`config.mk`:
```
export PLATFORM = sky130hd
export DESIGN_NAME = status_enable_reg
export DESIGN_NICKNAME = d
export VERILOG_FILES = /design/src/rtl/ser_pkg.sv /design/src/rtl/ser_cmd_decode.sv /design/src/rtl/ser_state.sv /design/src/rtl/ser_irq.sv /design/src/rtl/ser_readback.sv /design/src/rtl/status_enable_reg.sv
export SDC_FILE = /design/constraint.sdc
export NUM_CORES = 1
export LEC_CHECK = 0
export BUFFER_PORTS_ARGS = -buffer_cell sky130_fd_sc_hd__buf_2
export CORE_MARGIN = 4
export CORE_UTILIZATION = 35
export DETAILED_ROUTE_END_ITERATION = 7
export GPL_ROUTABILITY_DRIVEN = 0
export PLACE_DENSITY_LB_ADDON = 0.12
export SLEW_MARGIN = 20
export SYNTH_ARGS = -nofsm -noshare
export SYNTH_HDL_FRONTEND = slang
export SYNTH_HIERARCHICAL = 1
export SYNTH_SLANG_ARGS = --single-unit
```
`constraint.sdc`:
```
create_clock -name clk_i -period 1.03 [get_ports clk_i]
set_clock_uncertainty 0.05 [all_clocks]
set_input_delay 0.103 -clock clk_i [delete_from_list [all_inputs] [get_ports clk_i]]
set_output_delay 0.103 -clock clk_i [all_outputs]
set_load 0.1 [all_outputs]
```
`src/rtl/ser_pkg.sv`:
```
package ser_pkg;
  localparam int CMD_W      = 18;
  localparam int SEL_LSB    = 4;
  localparam int SEL_W      = 8;
  localparam int LVL_W      = 3;
  localparam int NUM_LVL    = 1 << LVL_W;
  localparam int EN_SET_B   = 15;
  localparam int EN_CLR_B   = 14;
  localparam int FL_CLR_B   = 13;
  localparam int FL_SET_B   = 12;
  localparam int NOTIFY_IDX = 6;
  localparam int RD_W       = 2 * CMD_W;

  typedef struct packed {
    logic             en_set;
    logic             en_clr;
    logic             fl_clr;
    logic             fl_set;
    logic [SEL_W-1:0] sel;
    logic [LVL_W-1:0] lvl;
  } cmd_t;
endpackage

```
`src/rtl/ser_cmd_decode.sv`:
```
module ser_cmd_decode
  import ser_pkg::*;
(
  input  logic [CMD_W-1:0] cmd_i,
  output cmd_t             cmd_o
);
  logic ser_unused;
  assign ser_unused = ^{cmd_i[CMD_W-1:EN_SET_B+1], cmd_i[SEL_LSB-1:LVL_W]};

  always_comb begin
    cmd_o.en_set = cmd_i[EN_SET_B];
    cmd_o.en_clr = cmd_i[EN_CLR_B];
    cmd_o.fl_clr = cmd_i[FL_CLR_B];
    cmd_o.fl_set = cmd_i[FL_SET_B];
    cmd_o.sel    = cmd_i[SEL_LSB +: SEL_W];
    cmd_o.lvl    = cmd_i[LVL_W-1:0];
  end
endmodule

```
`src/rtl/ser_state.sv`:
```
module ser_state
  import ser_pkg::*;
(
  input  logic             clk_i,
  input  logic             rst_ni,
  input  logic             wr_i,
  input  cmd_t             cmd_i,
  input  logic [SEL_W-1:0] hw_set_i,
  output logic [SEL_W-1:0] en_o,
  output logic [SEL_W-1:0] fl_o,
  output logic [LVL_W-1:0] lvl_o
);
  logic [SEL_W-1:0] en_d, fl_d, fl_w;
  logic [LVL_W-1:0] lvl_d;
  logic             fl_load;

  assign fl_load = wr_i && (cmd_i.fl_clr || cmd_i.fl_set);

  always_comb begin
    en_d  = en_o;
    lvl_d = lvl_o;
    fl_w  = fl_o;
    if (wr_i) begin
      lvl_d = cmd_i.lvl;
      if (cmd_i.en_set) en_d = en_d | cmd_i.sel;
      if (cmd_i.en_clr) en_d = en_d & ~cmd_i.sel;
      if (cmd_i.fl_clr) fl_w = fl_w & ~cmd_i.sel;
      if (cmd_i.fl_set) fl_w = fl_w | cmd_i.sel;
    end
    // a flag reload drops the host-notify flag
    if (fl_load) fl_w[NOTIFY_IDX] = 1'b0;
    fl_d = fl_w | hw_set_i;
  end

  always_ff @(posedge clk_i or negedge rst_ni) begin
    if (!rst_ni) begin
      en_o  <= '0;
      fl_o  <= '0;
      lvl_o <= '0;
    end else begin
      en_o  <= en_d;
      fl_o  <= fl_d;
      lvl_o <= lvl_d;
    end
  end

  p_lvl_load_r2: assert property (@(posedge clk_i) disable iff (!rst_ni)
    wr_i |=> lvl_o == $past(cmd_i.lvl));
  p_en_set_r3: assert property (@(posedge clk_i) disable iff (!rst_ni)
    wr_i && cmd_i.en_set && !cmd_i.en_clr |=> (en_o & $past(cmd_i.sel)) == $past(cmd_i.sel));
  p_en_clr_r4: assert property (@(posedge clk_i) disable iff (!rst_ni)
    wr_i && cmd_i.en_clr |=> (en_o & $past(cmd_i.sel)) == '0);
  p_fl_hold_r6: assert property (@(posedge clk_i) disable iff (!rst_ni)
    !fl_load && hw_set_i == '0 |=> $stable(fl_o));
  p_notify_clr_r7: assert property (@(posedge clk_i) disable iff (!rst_ni)
    fl_load && !hw_set_i[NOTIFY_IDX] |=> !fl_o[NOTIFY_IDX]);
  p_hw_set_r8: assert property (@(posedge clk_i) disable iff (!rst_ni)
    1'b1 |=> (fl_o & $past(hw_set_i)) == $past(hw_set_i));
endmodule

```
`src/rtl/ser_irq.sv`:
```
module ser_irq
  import ser_pkg::*;
(
  input  logic             clk_i,
  input  logic             rst_ni,
  input  logic [SEL_W-1:0] en_i,
  input  logic [SEL_W-1:0] fl_i,
  input  logic [LVL_W-1:0] lvl_i,
  output logic [NUM_LVL-1:0] irq_o
);
  logic pending;
  assign pending = |(en_i & fl_i);

  assign irq_o[0] = 1'b0;
  for (genvar g = 1; g < NUM_LVL; g++) begin : g_lvl
    assign irq_o[g] = pending && (lvl_i == LVL_W'(g));
  end

  p_irq_onehot_r10: assert property (@(posedge clk_i) disable iff (!rst_ni)
    $onehot0(irq_o));
  p_irq_lvl0_r10: assert property (@(posedge clk_i) disable iff (!rst_ni)
    lvl_i == '0 |-> irq_o == '0);
endmodule

```
`src/rtl/ser_readback.sv`:
```
module ser_readback
  import ser_pkg::*;
(
  input  logic             clk_i,
  input  logic             rst_ni,
  input  logic             rd_i,
  input  logic [SEL_W-1:0] en_i,
  input  logic [SEL_W-1:0] fl_i,
  input  logic [LVL_W-1:0] lvl_i,
  output logic             rd_valid_o,
  output logic [RD_W-1:0]  rd_data_o
);
  logic [RD_W-1:0] word;

  always_comb begin
    word = '0;
    word[CMD_W + SEL_LSB +: SEL_W] = en_i;
    word[SEL_LSB +: SEL_W]         = fl_i;
    word[LVL_W-1:0]                = lvl_i;
  end

  always_ff @(posedge clk_i or negedge rst_ni) begin
    if (!rst_ni) begin
      rd_valid_o <= 1'b0;
      rd_data_o  <= '0;
    end else begin
      rd_valid_o <= rd_i;
      if (rd_i) rd_data_o <= word;
    end
  end

  p_rd_hold_r9: assert property (@(posedge clk_i) disable iff (!rst_ni)
    !rd_i |=> $stable(rd_data_o));
  p_rd_valid_r9: assert property (@(posedge clk_i) disable iff (!rst_ni)
    rd_i |=> rd_valid_o);
endmodule

```
`src/rtl/status_enable_reg.sv`:
```
module status_enable_reg
  import ser_pkg::*;
(
  input  logic              clk_i,
  input  logic              rst_ni,
  input  logic              wr_i,
  input  logic [17:0]       wr_data_i,
  input  logic [7:0]        hw_set_i,
  input  logic              rd_i,
  output logic              rd_valid_o,
  output logic [35:0]       rd_data_o,
  output logic [7:0]        irq_o
);
  cmd_t             cmd;
  logic [SEL_W-1:0] en, fl;
  logic [LVL_W-1:0] lvl;

  ser_cmd_decode u_dec (
    .cmd_i (wr_data_i),
    .cmd_o (cmd)
  );

  ser_state u_state (
    .clk_i    (clk_i),
    .rst_ni   (rst_ni),
    .wr_i     (wr_i),
    .cmd_i    (cmd),
    .hw_set_i (hw_set_i),
    .en_o     (en),
    .fl_o     (fl),
    .lvl_o    (lvl)
  );

  ser_irq u_irq (
    .clk_i  (clk_i),
    .rst_ni (rst_ni),
    .en_i   (en),
    .fl_i   (fl),
    .lvl_i  (lvl),
    .irq_o  (irq_o)
  );

  ser_readback u_rb (
    .clk_i      (clk_i),
    .rst_ni     (rst_ni),
    .rd_i       (rd_i),
    .en_i       (en),
    .fl_i       (fl),
    .lvl_i      (lvl),
    .rd_valid_o (rd_valid_o),
    .rd_data_o  (rd_data_o)
  );
endmodule

```
Yosys cells after proc, flatten, opt, wreduce, memory -nomap -nowiden
Index checks and enable logic that the tools add are counted.
{"block": "totals", "reg_bits": 39, "inputBits": 30, "output_inout_bits": 45, "elab_cells": 37}
{"block": "classes", "n_eq_ne": 7, "mux": 8, "n_bitwise": 7, "n_reduce_logical": 10}
{"op": "two-way mux 8 bit", "count": 7}
{"op": "AND 8 bit", "count": 3}
{"op": "bitwise OR 8 bit", "count": 3}
{"op": "== test 3 bit, second input constant", "count": 4}
{"op": "logical AND 1 bit", "count": 8}
{"op": "NOT 8 bit", "count": 1}
{"op": "OR reduction 8 bit", "count": 1}
{"op": "== test 3 x 2 -> 1 bit, second input constant", "count": 2}
{"op": "== test 3 x 1 -> 1 bit, second input constant", "count": 1}
{"op": "logical OR 1 bit", "count": 1}
{"op": "two-way mux 1 bit", "count": 1}

Logic depth before layout (Yosys ltp)
Gate-level depths: netlist of the first run.
{"block": "logic_depth", "depth_word": 9, "depth_mapped": 4, "ltp_nobuf": 3}

Hierarchy
The synthesis of the first run kept the hierarchy.
{"mod": "ser_readback", "n_inst": 1, "cells_per_inst": 59, "area_each_um2": 914.6, "seq_area_each_um2": 500.5}
{"mod": "ser_state", "n_inst": 1, "cells_per_inst": 67, "area_each_um2": 800.8, "seq_area_each_um2": 475.5}
{"mod": "ser_irq", "n_inst": 1, "cells_per_inst": 15, "area_each_um2": 145.1, "seq_area_each_um2": 0.0}
{"mod": "ser_cmd_decode", "n_inst": 1, "cells_per_inst": 15, "area_each_um2": 112.6, "seq_area_each_um2": 0.0}

Worst setup path before layout of the first run
OpenSTA, ideal clock, no wires.
{"block": "synth_timing", "path_kind": "reg2out", "start": "register u_state.en_o[3]", "end": "output irq_o[1]", "arrival_time_ns": 3.422, "required_ns": 0.877, "setup_slack_ns": -2.545, "path_stages_with_launch": 4, "n_path_buf": 0, "path_cell_list": "dfrtp_1 > a22oi_2 > nand4_2 > nor4bb_1"}
{"block": "synth_via", "elab_chain_cells": 3}
{"item": "start, declared", "line": "ser_state.sv:9", "rtl": "output logic [SEL_W-1:0] en_o,"}
{"item": "start signal, assigned", "line": "ser_state.sv:41", "rtl": "en_o <= en_d;"}
{"item": "AND 8 bit", "line": "ser_irq.sv:12", "rtl": "assign pending = |(en_i & fl_i);"}
{"item": "OR reduction 8 bit", "line": "ser_irq.sv:12"}
{"item": "logical AND 1 bit", "line": "ser_irq.sv:16", "rtl": "assign irq_o[g] = pending && (lvl_i == LVL_W'(g));"}
{"item": "end, declared", "line": "status_enable_reg.sv:12", "rtl": "output logic [7:0] irq_o"}
No other way between the ends.

Worst setup path in the final report of the first run
{"block": "layout_timing", "start": "register u_state.en_o[3]", "end": "output irq_o[3]"}
The elaborated chain is that of the path after synthesis.

==> results of run 1 <==
==> cell usage after synthesis, drive strengths merged <==
master / instances
and4: 1
nor4bb: 1
a21o: 1
a31oi: 16
clkbuf: 2
mux2: 22
a22oi: 4
nand4: 1
a211o: 7
and4bb: 1
dfrtp: 39
conb: 2
and3: 8
o21ai: 1
and4b: 3
nor2: 1
buf: 39
nand3: 7
==> placed cells by master (no fill, tap or decap), types with 2 or more instances in the layout <==
cell type / count
buf_2: 26
conb_1: 18
a31oi_1: 15
dfrtp_1: 17
and4b_2: 2
mux2_2: 9
and3_1: 7
a211o_1: 7
buf_8: 2
a22oi_2: 4
clkbuf_8: 5
clkbuf_1: 2
dfrtp_2: 3
mux2_4: 13
dfrtp_4: 19
buf_6: 13
buf_4: 19
buf_12: 25
nand3_1: 7
dlygate4sd3_1: 17
==> through the flow <==
step	worst slack, ps	area (um2)
final	-659	3140
after global routing	-731	3140
after CTS	-676	3070
after detailed placement	-483	2690
after global placement	-445	2690
after floorplan	-740	2130
==> worst min path at each step <==
stage	from	to	slack (ps)	depth (start not counted)
after detailed placement	rst_ni	u_rb/rd_data_o[28]	-40	1
after CTS	wr_data_i[6]	u_state/en_o[2]	5	2
final	wr_data_i[8]	u_state/en_o[4]	10	2
after global routing	wr_data_i[8]	u_state/en_o[4]	8	2
after floorplan	rst_ni	u_rb/rd_valid_o	-240	0
after global placement	rst_ni	u_rb/rd_data_o[28]	-50	1
==> worst reg2reg max path, delay by kind of cell, from the launching register on <==
family	cells	cell delay, ps
muxes	1	240
DFF	1	480
buffers and inverters	2	240
==> area by class of cell <==
| class | instances | area (um2) |
|---|---|---|
| well taps | 72 | 90.1 |
| clock inverters | 1 | 5.00 |
| fillers | 480 | 2330 |
| clock buffers | 7 | 76.3 |
| multi-input cells | 92 | 796 |
| repair buffers | 102 | 1120 |
| flip-flops and latches | 39 | 1050 |
==> power groups by stage <==
stage	clock network, W	registers, W	logic [W]
finish	0.000986	0.00199	0.00260
CTS	0.00103	0.00199	0.00255
global route	0.00109	0.00201	0.00269
floorplan	0	0.00273	0.000908
global placement	0	0.00200	0.00235
detailed placement	0	0.00201	0.00238
==> logic make-up after synthesis <==
logic type | Yosys count | synth area share [%]
AND/OR/NAND/NOR | 23 | 8.24
multiplexers | 22 | 14.5
flip-flops | 39 | 49.5
other | 2 | 0.381
AO/OA/AOI/OAI | 29 | 11.4
buffers and inverters | 41 | 16.1
==> what timing repair did <==
| action | in CTS | in global routing |
|---|---|---|
| hold buffers | 17 | 0 |
| pin swaps | 3 | 7 |
| setup endpoints to repair | 29 | 34 |
| gates resized for setup | 30 | 8 |
| endpoints found under the hold margin | 55 | 0 |
| setup buffers | 4 | 3 |
==> sequential cells by signal (all words and copies together), names as in the netlist <==
register and count:
u_state/fl_o 8, u_state/en_o 8, u_rb/rd_data_o 19, u_state/lvl_o 3
u_rb/rd_valid_o 1
==> metal layers <==
metal	vias to the layer above	GRT usage (%)	routed length [um]
met3	7	3.27	178
met5	-	0	0
met1	718	17.7	2130
met4	0	4.75	63
li1	688	-	-
met2	39	26.7	2660
==> impl_metrics.json, run 1 <==
{
  "status": "complete, but fails checks",
  "rows": 27,
  "numCtsBuffers": 5,
  "ant_nets": 0,
  "finalPower_w": 0.00557,
  "finish.utilization_pct": 57.3,
  "r2r_start": "u_state/lvl_o[2]",
  "crit_path_start": "u_state/en_o[3]",
  "cts-root-buf": "clkbuf_8",
  "power_density_nw_per_um2": 1780,
  "max-cap-violations": 0,
  "grt_max_degree": 31,
  "grt_pass1_wl_mm": 8.31,
  "internal_power_w": 0.00325,
  "fmax_ghz": 0.592,
  "ir_drop_mv": 0.948,
  "maxSlewViolCount": 0,
  "crit_required_ps": 880,
  "avgSynthCellArea_um2": 12.6,
  "crit_path_end": "irq_o[3]",
  "boundaryPins": 75,
  "rr_worst_depth": 3,
  "synth_top_area_cell": "dfrtp_1",
  "pwr-share-clk_pct": 17.7,
  "synth_seq_area_share_pct": 49.5,
  "p_leak_nw": 1.40,
  "final_cell_count_no_fill": 313,
  "cpLargestDelayFamily": "simple AND/OR/NAND/NOR gates",
  "num_antenna_cells": 0,
  "critPathSlowestCell": "dfrtp_1",
  "htreeDepth": 2,
  "initial_utilization_pct": 36.1,
  "route.detailed.drc": 0,
  "area_delta_synth_final_pct": 59.0,
  "clk_latency_ps": 280,
  "worstSetupPathDepth": 4,
  "critPathBufInv": 1,
  "netlist_area_um2": 1970,
  "p_sw_share_pct": 41.7,
  "power_switching_w": 0.00233,
  "worst_setup_path_end_kind": "output pin",
  "grt_usage_pct": 14.9,
  "rsz0062_at_grt": "true",
  "design.die.area_um2": 6900,
  "fp.dieW_um": 83.1,
  "tightest_slew_ps": 529,
  "antenna_found_initial": 0,
  "period_share_pct": 164,
  "synthCells": 156,
  "yosysTopAreaCellShare_pct": 49.5,
  "drive_gt1_share_pct": 60.6,
  "crit_arrival_ps": 1540,
  "via_per_inst": 4.64,
  "hold_class": "input pin to register",
  "nets": 270,
  "drt_pass1_iterations": 4,
  "worstPathMaxFanout": 7,
  "detail_route.wl_per_cell_um": 16.1,
  "critical_path_class": "register to output pin",
  "dp.cells": 281,
  "cts.sinks": 39,
  "path_clk_slew_ps": 70,
  "finalWorstSetupSlack_ps": -659,
  "holdWs_ps": 13.0,
  "grt_pass1_vias": 1635,
  "fin_tns_setup_ps": -6010,
  "dp_hpwl_mm": 3.62,
  "vias": 1452,
  "setup-violations-final": 31,
  "startpoint_type": "register",
  "drt-total-wl_mm": 5.04,
  "yosysWarnings": 6,
  "violations": "setup timing",
  "drt_iter0_drc": 51,
  "p_comb_share_pct": 46.7,
  "yosysUniqueCellTypes": 23,
  "tritoncts": "done",
  "reg2reg_slack_ps": -90,
  "max_slew_margin_pct": 64.7,
  "core-area_um2": 5470,
  "portBuffers": 53,
  "seqPwrFrac_pct": 35.6,
  "synth_seq_cells": 39,
  "clockBufferDepth": 2,
  "crit_chain": "a22oi_2, nand4_4, and4b_2, buf_12",
  "hold_violations": 0,
  "worst_path_largest_cell_delay_ps": 390,
  "worstReg2RegEnd": "u_rb/rd_data_o[2]",
  "die_h_um": 83.1,
  "gr-total-overflow": 0,
  "period_needed_ps": 1690,
  "synth_area_leaders": "dfrtp_1 49%, buf_4 13%, mux2_4 7.6%"
}
No activity file was read; power rests on OpenSTA's default activity.
==> run 2: changes to the inputs <==
Settings changed: TNS_END_PERCENT set to 50.
==> run 2 against run 1 <==
- the flow still finishes with violations (setup timing)
- wire length down 7.7%
- total power shrank 1.7%
- count of clock-buffer cells in the layout rose by 1
- final cell count decreased by 1.9%
- combinational power is 3% lower
- sequential share of layout area up 0.71 points
- sequential power about the same
- non-clock buffer count is 6 lower
- critical path type unchanged
==> impl_metrics.json, run 2 (synthesis gave the netlist of run 1 again) <==
{
  "status": "complete, but fails checks",
  "violations": "setup timing",
  "portBuffers": 53,
  "largest-register": "u_rb/rd_data_o",
  "vias": 1415,
  "drt_pass1_iterations": 4,
  "rsz0062_at_grt": "true",
  "period_needed_ps": 1680,
  "crit_chain": "a22oi_2, nand4_4, and4b_2, buf_8",
  "path_clk_slew_ps": 70,
  "crit_arrival_ps": 1520,
  "drt-total-wl_mm": 4.65,
  "final_cell_area_um2": 3040,
  "power_switching_w": 0.00229,
  "grt_max_degree": 40,
  "num_antenna_cells": 0,
  "core-area_um2": 5470,
  "placed_cell_area_um2": 2660,
  "detail_route.wl_per_cell_um": 15.1,
  "worst_path_largest_cell_delay_ps": 400,
  "most-common-layout-cells": "26 x buf_2, 25 x buf_12, 21 x dfrtp_1",
  "max-cap-violations": 0,
  "setup-violations-final": 26,
  "worstPathMaxFanout": 7,
  "nets": 264,
  "p_comb_share_pct": 46.0,
  "design.die.area_um2": 6900,
  "via_per_inst": 4.61,
  "fp.dieW_um": 83.1,
  "p_leak_nw": 1.35,
  "reg2reg_slack_ps": -10,
  "ir_drop_mv": 0.936,
  "numCtsBuffers": 5,
  "grt_pass1_vias": 1497,
  "hold_class": "input pin to register",
  "dp.cells": 279,
  "tritoncts": "done",
  "startpoint_type": "register",
  "drt_iter0_drc": 83,
  "htreeDepth": 2,
  "initial_utilization_pct": 36.1,
  "use_met3_pct": 3.87,
  "finish.utilization_pct": 55.5,
  "final_cell_count_no_fill": 307,
  "top_regs": "u_rb/rd_data_o x19, u_state/en_o x8, u_state/fl_o x8",
  "clockBufferDepth": 2,
  "grt_pass1_wl_mm": 7.69,
  "clk_latency_ps": 280,
  "period_share_pct": 163,
  "gr-total-overflow": 0,
  "critPathSlowestCell": "dfrtp_1",
  "ant_nets": 0,
  "fmax_ghz": 0.596,
  "power_density_nw_per_um2": 1800,
  "critical_path_class": "register to output pin",
  "worst_setup_path_end_kind": "output pin",
  "finalPower_w": 0.00548,
  "internal_power_w": 0.00319,
  "cts.sinks": 39,
  "cts-root-buf": "clkbuf_8",
  "antenna_found_initial": 0,
  "finalWorstSetupSlack_ps": -648,
  "boundaryPins": 75,
  "crit_required_ps": 880,
  "maxSlewViolCount": 0,
  "pwr-share-clk_pct": 18.0,
  "grt_usage_pct": 13.8,
  "drive_gt1_share_pct": 56.6,
  "area_delta_synth_final_pct": 53.9,
  "dp_hpwl_mm": 3.30,
  "use_met1_pct": 16.4,
  "die_h_um": 83.1,
  "fin_tns_setup_ps": -5620,
  "critPathBufInv": 1,
  "rows": 27,
  "hold_violations": 0,
  "final_common_cell": "buf_2",
  "grt_util_met2_pct": 23.4,
  "cpLargestDelayFamily": "simple AND/OR/NAND/NOR gates",
  "route.detailed.drc": 0,
  "seqPwrFrac_pct": 36.0,
  "fillerInstances": 460,
  "p_sw_share_pct": 41.8,
  "grt_busiest_layer": "met2",
  "largest_register_ffs": 19
}
-- run 2: cell types whose count changed in the layout (fill, tap and decap cells not counted), moves of 2 or more --
cell | previous run | this run
buf_6 | 13 | 5
dfrtp_1 | 17 | 21
dfrtp_4 | 19 | 16
mux2_2 | 9 | 11
mux2_4 | 13 | 11
-- run 2: final timing paths --
kind	start	endpoint	cells after the start
max	u_state/en_o[2]	irq_o[6]	4
min	wr_data_i[5]	u_state/en_o[1]	2
max reg2reg	u_state/fl_o[5]	u_state/fl_o[5]	3
min reg2reg	u_rb/rd_data_o[7]	u_rb/rd_data_o[7]	1
max in group asynchronous	rst_ni	u_rb/rd_data_o[11]	3
min in group asynchronous	rst_ni	u_rb/rd_data_o[8]	3
-- run 2: power groups by stage --
stage / registers (W) / clock network, W / logic (W)
after CTS: 0.00197 / 0.00102 / 0.00252
after global routing: 0.00199 / 0.00109 / 0.00260
after detailed placement: 0.00200 / 0 / 0.00238
final: 0.00197 / 0.000986 / 0.00252
after global placement: 0.00198 / 0 / 0.00236
after floorplan: 0.00272 / 0 / 0.000908
-- run 2: per-layer routing --
layer,wire length (um),vias to the layer above
met4,78,0
met1,1960,681
met2,2380,46
met5,0,-
met3,240,7
li1,-,681
-- run 2: final cells by class --
type | instances | area, um2 | area share [%]
repair buffers | 96 | 1050 | 34.7
multi-input cells | 92 | 773 | 25.5
clock buffers | 8 | 80.1 | 2.64
well taps | 72 | 90.1 | 2.97
flip-flops and latches | 39 | 1040 | 34.2
-- run 2: timing repair --
action / CTS / global route
resized for setup: 24 / 4
pin swaps: 4 / 4
hold buffers: 18 / 0
setup buffers: 2 / 0
setup endpoints to repair: 28 / 32
hold endpoints to repair: 56 / 0
-- run 2: worst reg2reg max path, delay by kind of cell, from the launching register on --
family	cells	cell delay (ps)
flops	1	400
buf+inv	2	220
compound gates	1	250
-- run 2: per-stage QoR --
step / hold WS (ps) / setup WS, ps
final: 16.4 / -648
after floorplan: -243 / -740
after detailed placement: 39.7 / -471
after CTS: 1.16 / -660
after global placement: 38.2 / -440
after global routing: 11.1 / -720
==> run 3: changes to the inputs <==
Settings changed: SKIP_LAST_GASP set to 1.
==> run 3 against run 2 <==
- the flow still finishes with violations (setup timing)
- wire length is 0.28% lower
- critical path depth unchanged
- final cell count did not move
- global-route usage stayed put
- fmax up 0.14%
- critical path type unchanged
- critical endpoint unchanged
- largest power group unchanged
==> impl_metrics.json, run 3 (synthesis gave the netlist of run 1 again) <==
{
  "finalWorstSetupSlack_ps": -646,
  "fillerInstances": 466,
  "rows": 27,
  "hold_class": "input pin to register",
  "rsz0062_at_grt": "true",
  "finish.utilization_pct": 55.0,
  "holdWs_ps": 10.5,
  "design.die.area_um2": 6900,
  "vias": 1422,
  "worstHoldPathCells": 2,
  "largest_register_ffs": 19,
  "detail_route.wl_per_cell_um": 15.1,
  "ff_latch_area_um2": 1040,
  "cts-root-buf": "clkbuf_8",
  "drive_gt1_share_pct": 56.6,
  "tritoncts": "done",
  "most-common-layout-cells": "26 x buf_2, 24 x buf_12, 23 x buf_4",
  "worstPathMaxFanout": 7,
  "dp.cells": 279,
  "drt-total-wl_mm": 4.64,
  "wl_met3_um": 260,
  "drt_pass1_iterations": 4,
  "maxSlewViolCount": 0,
  "ant_nets": 0,
  "critical_path_class": "register to output pin",
  "antenna_found_initial": 0,
  "boundaryPins": 75,
  "grt_pass1_vias": 1500,
  "gr-total-overflow": 0,
  "nets": 264,
  "cpLargestDelayFamily": "simple AND/OR/NAND/NOR gates",
  "final_cell_area_um2": 3010,
  "worst_setup_path_end_kind": "output pin",
  "die_h_um": 83.1,
  "largest-register": "u_rb/rd_data_o",
  "top_layer": "met4",
  "grt_pass1_wl_mm": 7.70,
  "violations": "setup timing",
  "wl_met1_mm": 1.97,
  "numCtsBuffers": 5,
  "final_common_cell": "buf_2",
  "status": "complete, but fails checks",
  "rr_worst_depth": 3,
  "reg2reg_slack_ps": -40,
  "hold_path_end": "u_state/en_o[1]",
  "route.detailed.drc": 0,
  "worstReg2RegEnd": "u_state/fl_o[5]",
  "area_delta_synth_final_pct": 52.5,
  "startpoint_type": "register",
  "portBuffers": 53,
  "path_clk_slew_ps": 70,
  "final_cell_count_no_fill": 307,
  "htreeDepth": 2,
  "via_per_inst": 4.63,
  "placed_cell_area_um2": 2660,
  "grt_usage_pct": 13.8,
  "worst_path_largest_cell_delay_ps": 400,
  "num_antenna_cells": 0,
  "core-area_um2": 5470,
  "crit_chain": "a22oi_2, nand4_4, and4b_2, buf_8",
  "dp_hpwl_mm": 3.30,
  "critPathSlowestCell": "dfrtp_1",
  "cts.sinks": 39,
  "ir_drop_mv": 0.932,
  "wl_met2_mm": 2.33,
  "drt_iter0_drc": 90,
  "fp.dieW_um": 83.1,
  "multiInputGateArea_um2": 769,
  "critPathBufInv": 1,
  "power_density_nw_per_um2": 1810,
  "top_regs": "u_rb/rd_data_o x19, u_state/en_o x8, u_state/fl_o x8",
  "max-cap-violations": 0,
  "fmax_ghz": 0.597,
  "r2r_start": "u_state/fl_o[5]",
  "grt_max_degree": 40,
  "worstSetupPathDepth": 4,
  "crit_required_ps": 880,
  "worstHoldStart": "wr_data_i[5]",
  "setup-violations-final": 28,
  "period_needed_ps": 1680,
  "clk_latency_ps": 280,
  "crit_arrival_ps": 1520,
  "period_share_pct": 163,
  "initial_utilization_pct": 36.1,
  "p_leak_nw": 1.34,
  "finalPower_w": 0.00545,
  "clockBufferDepth": 2,
  "hold_violations": 0
}
run 3: cell count changes in the layout (fill, tap and decap cells not counted):
cell    previous run  this run
buf_4             19        23
buf_6              5         2
mux2_2            11        12
buf_12            25        24
mux2_4            11        10
run 3: worst register-to-register path, cell delays in order, from the launching register on:
cell and delay, ps:
dfrtp_1 390, buf_4 140, buf_4 130, a211o_1 250
run 3: worst max path at each step:
| stage | from | to | slack [ps] |
|---|---|---|---|
| 3_5_place_dp | u_state/en_o[0] | irq_o[7] | -470 |
| 6_report | u_state/en_o[2] | irq_o[6] | -650 |
| 3_3_place_gp | u_state/en_o[0] | irq_o[3] | -440 |
| 2_1_floorplan | u_state/fl_o[2] | irq_o[1] | -740 |
| 4_1_cts | u_state/fl_o[5] | irq_o[3] | -660 |
| 5_1_grt | u_state/en_o[2] | irq_o[6] | -720 |
run 3: report_power, final:
| group | switching [W] | internal (W) |
|---|---|---|
| Clock | 0.000503 | 0.000481 |
| Sequential | 0.000189 | 0.00178 |
| Combinational | 0.00159 | 0.000911 |
run 3: metrics by stage:
step           setup WS [ps]  TNS (ps)
6_report                -646     -5660
5_1_grt                 -720     -6910
4_1_cts                 -660     -5950
3_5_place_dp            -471     -3720
3_3_place_gp            -440     -3060
2_1_floorplan           -740     -4500
run 3: layer usage:
layer  global-route usage (%)  vias up
met5                        0        -
met4                     5.35        0
met1                     16.4      692
met2                     23.4       44
met3                     3.87        7
li1                         -      679
run 3: final cells by class:
cell class              count  area share, %
repair buffers             96           34.3
well taps                  72           2.99
flip-flops and latches     39           34.5
clock buffers               8           2.66
multi-input cells          92           25.6
run 3: repair_timing:
action | 4_1_cts | 5_1_grt
hold buffers | 18 | 0
endpoints found under the hold margin | 56 | 0
pin swaps | 4 | 4
setup endpoints to repair | 28 | 32
setup buffers | 2 | 0
resized for setup | 20 | 1
